$ cat src/rtl/hzd_pkg.sv
package hzd_pkg;
   typedef enum logic [1:0] {
      OPSEL_REG  = 2'b00,
      OPSEL_WB   = 2'b01,
      OPSEL_MEM  = 2'b10
   } opsel_e;
endpackage

$ cat src/rtl/hzd_src_select.sv
module hzd_src_select #(
   parameter int AW = 5
) (
   input  logic [AW-1:0] src,
   input  logic [AW-1:0] exmem_rd,
   input  logic          exmem_wen,
   input  logic [AW-1:0] memwb_rd,
   input  logic          memwb_wen,
   output hzd_pkg::opsel_e sel
);
   logic src_live, hit_mem, hit_wb;

   assign src_live = (src != '0);
   assign hit_mem  = src_live && exmem_wen && (exmem_rd == src);
   assign hit_wb   = src_live && memwb_wen && (memwb_rd == src);

   // younger result in EX/MEM has priority over MEM/WB
   always_comb begin
      if (hit_mem)     sel = hzd_pkg::OPSEL_MEM;
      else if (hit_wb) sel = hzd_pkg::OPSEL_WB;
      else             sel = hzd_pkg::OPSEL_REG;
   end
endmodule

$ cat src/rtl/hzd_loaduse_detect.sv
module hzd_loaduse_detect #(
   parameter int AW   = 5,
   parameter int NSRC = 2
) (
   input  logic                      is_load,
   input  logic [AW-1:0]             load_rd,
   input  logic [NSRC-1:0][AW-1:0]   srcs,
   output logic                      hold
);
   logic [NSRC-1:0] match;

   for (genvar i = 0; i < NSRC; i++) begin : g_cmp
      assign match[i] = (srcs[i] == load_rd);
   end

   assign hold = is_load && (load_rd != '0) && (|match);
endmodule

$ cat src/rtl/hzd_regfile.sv
module hzd_regfile #(
   parameter int XLEN       = 32,
   parameter int NREGS      = 32,
   parameter int NRD        = 2,
   parameter bit WRITE_THRU = 1'b1,
   localparam int AW        = $clog2(NREGS)
) (
   input  logic                      clk,
   input  logic                      rst_n,
   input  logic                      we,
   input  logic [AW-1:0]             waddr,
   input  logic [XLEN-1:0]           wdata,
   input  logic [NRD-1:0][AW-1:0]    raddr,
   output logic [NRD-1:0][XLEN-1:0]  rdata
);
   logic [XLEN-1:0] cells [NREGS];
   logic            wr_live;

   assign wr_live = we && (waddr != '0);

   always_ff @(posedge clk or negedge rst_n) begin
      if (!rst_n) begin
         for (int i = 0; i < NREGS; i++) cells[i] <= '0;
      end else if (wr_live) begin
         cells[waddr] <= wdata;
      end
   end

   for (genvar p = 0; p < NRD; p++) begin : g_rd
      if (WRITE_THRU) begin : g_thru
         always_comb begin
            if (raddr[p] == '0)                      rdata[p] = '0;
            else if (wr_live && waddr == raddr[p])   rdata[p] = wdata;
            else                                     rdata[p] = cells[raddr[p]];
         end
      end else begin : g_plain
         always_comb begin
            if (raddr[p] == '0) rdata[p] = '0;
            else                rdata[p] = cells[raddr[p]];
         end
      end
   end
endmodule

$ cat src/rtl/hzd_bypass_unit.sv
module hzd_bypass_unit #(
   parameter int XLEN  = 32,
   parameter int NREGS = 32,
   localparam int AW   = $clog2(NREGS)
) (
   input  logic            clk,
   input  logic            rst_n,
   input  logic [AW-1:0]   idex_rs_a,
   input  logic [AW-1:0]   idex_rs_b,
   input  logic [AW-1:0]   idex_rd,
   input  logic            idex_is_load,
   input  logic [AW-1:0]   ifid_rs_a,
   input  logic [AW-1:0]   ifid_rs_b,
   input  logic [AW-1:0]   exmem_rd,
   input  logic            exmem_wen,
   input  logic [AW-1:0]   memwb_rd,
   input  logic            memwb_wen,
   input  logic [XLEN-1:0] memwb_wdata,
   output logic [1:0]      fwd_sel_a,
   output logic [1:0]      fwd_sel_b,
   output logic            stall,
   output logic            bubble,
   output logic [XLEN-1:0] rf_rdata_a,
   output logic [XLEN-1:0] rf_rdata_b
);
   localparam int NOPS = 2;

   if (NREGS < 2 || (1 << AW) != NREGS) begin : g_bad_nregs
      $error("hzd_bypass_unit: NREGS must be a power of two of at least 2");
   end
   if (XLEN < 1) begin : g_bad_xlen
      $error("hzd_bypass_unit: XLEN must be positive");
   end

   logic [NOPS-1:0][AW-1:0]   ex_srcs, id_srcs;
   logic [NOPS-1:0][1:0]      sels;
   logic [NOPS-1:0][XLEN-1:0] rd_words;
   logic                      hold;

   assign ex_srcs = {idex_rs_b, idex_rs_a};
   assign id_srcs = {ifid_rs_b, ifid_rs_a};

   for (genvar k = 0; k < NOPS; k++) begin : g_op
      hzd_pkg::opsel_e sel_k;
      hzd_src_select #(.AW(AW)) u_sel (
         .src       (ex_srcs[k]),
         .exmem_rd  (exmem_rd),
         .exmem_wen (exmem_wen),
         .memwb_rd  (memwb_rd),
         .memwb_wen (memwb_wen),
         .sel       (sel_k)
      );
      assign sels[k] = sel_k;
   end

   hzd_loaduse_detect #(.AW(AW), .NSRC(NOPS)) u_lu (
      .is_load (idex_is_load),
      .load_rd (idex_rd),
      .srcs    (id_srcs),
      .hold    (hold)
   );

   hzd_regfile #(.XLEN(XLEN), .NREGS(NREGS), .NRD(NOPS), .WRITE_THRU(1'b1)) u_rf (
      .clk   (clk),
      .rst_n (rst_n),
      .we    (memwb_wen),
      .waddr (memwb_rd),
      .wdata (memwb_wdata),
      .raddr (id_srcs),
      .rdata (rd_words)
   );

   assign fwd_sel_a  = sels[0];
   assign fwd_sel_b  = sels[1];
   assign stall      = hold;
   assign bubble     = hold;
   assign rf_rdata_a = rd_words[0];
   assign rf_rdata_b = rd_words[1];
endmodule

$ cat config.mk
export PLATFORM = sky130hd
export DESIGN_NAME = hzd_bypass_unit
export DESIGN_NICKNAME = d
export VERILOG_FILES = /design/src/rtl/hzd_pkg.sv /design/src/rtl/hzd_src_select.sv /design/src/rtl/hzd_loaduse_detect.sv /design/src/rtl/hzd_regfile.sv /design/src/rtl/hzd_bypass_unit.sv
export SDC_FILE = /design/constraint.sdc
export NUM_CORES = 2
export LEC_CHECK = 0
export BUFFER_PORTS_ARGS = -buffer_cell sky130_fd_sc_hd__buf_4
export CORE_UTILIZATION = 57
export CTS_CLUSTER_DIAMETER = 150
export DETAILED_ROUTE_END_ITERATION = 7
export GPL_ROUTABILITY_DRIVEN = 1
export GPL_TIMING_DRIVEN = 0
export HOLD_SLACK_MARGIN = 0.02
export PLACE_DENSITY = 0.79
export SKIP_LAST_GASP = 1
export SLEW_MARGIN = 0
export SYNTH_ARGS = -nofsm -noshare
export SYNTH_HDL_FRONTEND = slang
export SYNTH_SLANG_ARGS = --single-unit
export TNS_END_PERCENT = 5
$ cat constraint.sdc
create_clock -name clk -period 2.1 [get_ports clk]
set_input_delay 0.21 -clock clk [delete_from_list [all_inputs] [get_ports clk]]
set_output_delay 0.21 -clock clk [all_outputs]
set_load 0.05 [all_outputs]
==> run_results.csv <==
group,metric,value,unit
critical_path,cpMaxStageDelayCell,"clkbuf_1",
status,failed_checks,"DRC, hold timing, capacitance limit, slew limit, setup timing",
logic_synthesis,synth-edff-count,0,
critical_path,slowest_delay,1210,ps
drt,vias,46025,
pwr,p_leak,28.4,nW
critical_path,cp-endpoint,"rf_rdata_b[13]",
clock_tree,cts_sinks,1024,
critical_path,r2r_cells,2,
floorplanning,die-area,98600,um2
pwr,combPwrFrac,23.9,%
drt,drtPass1Iterations,8,
logic_synthesis,yosysTopAreaCellShare,46.2,%
grt,grt_pass1_vias,43195,
pwr,power_switching,19.5,mW
logic_synthesis,avgSynthCellArea,14.3,um2
min_path,hp-class,"input pin to asynchronous set/reset pin",
flow_run,cap_violations,3,
sta,finalHoldViolCount,149,
drt,drcViolationCount,10,
drt,viasPerCell,8.21,
place,hpwl,175000,um
clock_tree,hold_buffers,32,
drt,wl_per_cell,49.1,um
critical_path,path_common_cell,"nor3_1",
critical_path,cp.required,1890,ps
final_layout,nets,4258,
critical_path,startpoint,"ifid_rs_b[3]",
drt,wl,275000,um
clock_tree,path_clk_slew,60,ps
pwr,p_int,43.6,mW
logic_synthesis,ys.flop_type,"dfrtp_1",
drt,final_antenna_net_count,0,
pwr,ir_drop,0.795,mV
sta,fmax,0.312,GHz
floorplanning,die_w,314,um
sta,fin_crit,3210,ps
final_layout,post-route-util,67.0,%
pwr,pwr-share-seq,41.9,%
logic_synthesis,synth_seq_cells,1024,
floorplanning,coreArea,96600,um2
logic_synthesis,ys_seq_area_share,46.2,%
floorplanning,io_pins,142,
status,status,"finished, violations left",
clock_tree,cts_tree,"done",
final_layout,largest_reg_flops,1024,
grt,grt_max_degree,160,
grt,grt.total_usage,56.0,%
sta,tightest_slew,1610,ps
clock_tree,clock-root-buffer,"clkbuf_16",
critical_path,cp-start-kind,"input pin",
place,place.gp.congestion,1.10,
sta,finalMaxSlewViolations,33,
critical_path,path_class,"input pin to primary output",
sta,relSlewSlack,-7.37,%
logic_synthesis,synthesis.nets,3962,
place,place_inst,5305,
grt,overflow,0,
pwr,powerDensity,976,nW/um2
pwr,swShare,30.9,%
logic_synthesis,synth_area_leaders,"dfrtp_1, mux2_2, mux4_2, mux2i_1, clkbuf_1",
sta,rsz0062_at_grt,"yes",
critical_path,worstPathMaxFanout,10,
logic_synthesis,synth_top_cell_by_area,"dfrtp_1",
place,portBuffers,130,
logic_synthesis,syn-cell-area,55500,um2
final_layout,stdcell_count,5606,
logic_synthesis,yosys_warnings,0,
critical_path,r2r_slack,1200,ps
place,dp_slack,-2120,ps
logic_synthesis,synth_common_cells,"mux2_2, dfrtp_1, mux4_2",
sta,fin_hold_ws,-498,ps
clock_tree,insertion_delay,760,ps
sta,period_share,153,%
final_layout,nFillCells,6872,
floorplanning,die_y,314,um
critical_path,path_cells,"clkbuf_2 -> clkbuf_1 -> nor3_1 -> nor3_1 -> nor3_4 -> buf_4",
sta,setup_viol,542,
critical_path,worstReg2RegStart,"u_rf.cells[548]$_DFFE_PN0P_",
sta,skew,0,ps
grt,grt_pass1_wl,366000,um
critical_path,crit_arrival,3000,ps
sta,fin_ws,-1110,ps
clock_tree,cts_buffer_depth,3,
critical_path,worstSetupEndpointType,"primary output",
floorplanning,start_util,57.4,%
logic_synthesis,yosysMostFrequentCell,"mux2_2",
final_layout,drive_above_1_share,51.1,%
clock_tree,htree_num_levels,3,
clock_tree,cts_buffers,112,
floorplanning,rows,114,
logic_synthesis,async_reset_ff_share,100,%
logic_synthesis,syn_inst,3890,
critical_path,r2r-end,"u_rf.cells[548]$_DFFE_PN0P_",
pwr,clock_power_share,34.3,%
final_layout,syn_to_final_growth,16.6,%
grt,antenna_found_initial,40,
final_layout,regMostFlops,"u_rf.cells",
drt,drt-initial-drc-count,8540,
logic_synthesis,synth.distinct_cells,56,
final_layout,top_regs,"u_rf.cells (1024)",
-- worst min-delay path by stage --
stage                                     start                           to  slack (ps)  cells past startpoint
detailed placement                        rst_n  u_rf.cells[122]$_DFFE_PN0P_         320                      1
global route                              rst_n  u_rf.cells[214]$_DFFE_PN0P_        -420                      1
global placement    u_rf.cells[994]$_DFFE_PN0P_  u_rf.cells[994]$_DFFE_PN0P_         450                      1
floorplan                                 rst_n    u_rf.cells[0]$_DFFE_PN0P_         -90                      0
CTS                                       rst_n   u_rf.cells[58]$_DFFE_PN0P_        -430                      1
finish                                    rst_n  u_rf.cells[214]$_DFFE_PN0P_        -500                      1
-- power by group through the flow --
| stage | clock (mW) | sequential, mW | combinational, mW |
|---|---|---|---|
| 4_1_cts | 21.3 | 26.1 | 14.3 |
| 5_1_grt | 22.1 | 26.7 | 15.3 |
| 6_report | 21.6 | 26.4 | 15.1 |
| 3_3_place_gp | 0 | 26.2 | 13.4 |
| 2_1_floorplan | 0 | 25.5 | 9.71 |
| 3_5_place_dp | 0 | 26.5 | 13.8 |
-- cells in the final DEF (no fill, tap or decap), drive strengths merged, types with 4 or more instances in the layout --
cell type,netlist,layout
mux2,1043,1043
a32o,31,31
inv,2,6
dlygate4sd3,0,32
diode,0,52
clkbuf,232,380
nor2,70,70
bufinv,0,14
nor3,35,35
dfrtp,1024,1024
nand2b,9,9
o221ai,25,25
a22oi,67,67
nor2b,20,20
a211oi,58,58
nand3,26,26
xnor2,23,23
a211o,12,12
a221oi,37,37
o21ai,31,31
nor4,26,26
clkinv,0,26
nor3b,15,15
clkinvlp,0,4
o21bai,5,5
nand4,5,5
xor2,17,17
a21oi,45,45
or2,5,5
buf,223,382
nand3b,6,6
mux4,396,396
a221o,20,20
o22ai,68,68
nand2,84,84
mux2i,201,201
-- layer usage --
metal | track usage, % | vias up | wire, um
met2 | 71.0 | 5252 | 105000
met3 | 35.9 | 1823 | 50300
met1 | 64.5 | 23237 | 88200
met4 | 47.2 | 30 | 30700
li1 | - | 15683 | -
met5 | 7.25 | - | 952
-- through the flow --
step | cell area, um2 | power, mW | TNS [ps] | hold slack, ps
2_1_floorplan | 55900 | 35.2 | -4190 | -85.6
3_3_place_gp | 58500 | 39.7 | - | 453
3_5_place_dp | 58800 | 40.3 | -734400 | 315
4_1_cts | 64300 | 61.7 | -63670 | -432
5_1_grt | 64600 | 64.1 | -70070 | -421
6_report | 64700 | 63.1 | -124030 | -498
-- cell families after synthesis --
kind of cell / Yosys count / synth area share [%]
flip-flops: 1024 / 46.2
multiplexers: 1640 / 40.9
AO/OA/AOI/OAI: 409 / 5.45
buffers and inverters: 457 / 3.93
XOR/XNOR: 40 / 0.632
AND/OR/NAND/NOR: 320 / 2.91
-- what timing repair did --
action | CTS | global route
pin swaps | 31 | 10
buffers inserted | 12 | 6
gates resized for setup | 342 | 60
setup endpoints to repair | 181 | 179
hold endpoints to repair | 223 | 149
-- area by class of cell --
cell class | count | area (um2) | area share, %
clock inverters | 48 | 653 | 1.01
multi-input cells | 2409 | 28400 | 43.8
inverters | 2 | 7.51 | 0.0116
repair buffers | 189 | 1730 | 2.67
flip-flops and latches | 1024 | 25600 | 39.6
well taps | 1276 | 1600 | 2.47
plain buffers | 448 | 3290 | 5.08
clock buffers | 158 | 3310 | 5.11
diodes | 52 | 130 | 0.201
-- worst max-delay path, delay by kind of cell --
| kind | cells | cell delay [ps] |
|---|---|---|
| buffers and inverters | 3 | 1920 |
| AND/OR/NAND/NOR | 3 | 840 |
(Power assumes the default switching activity.)
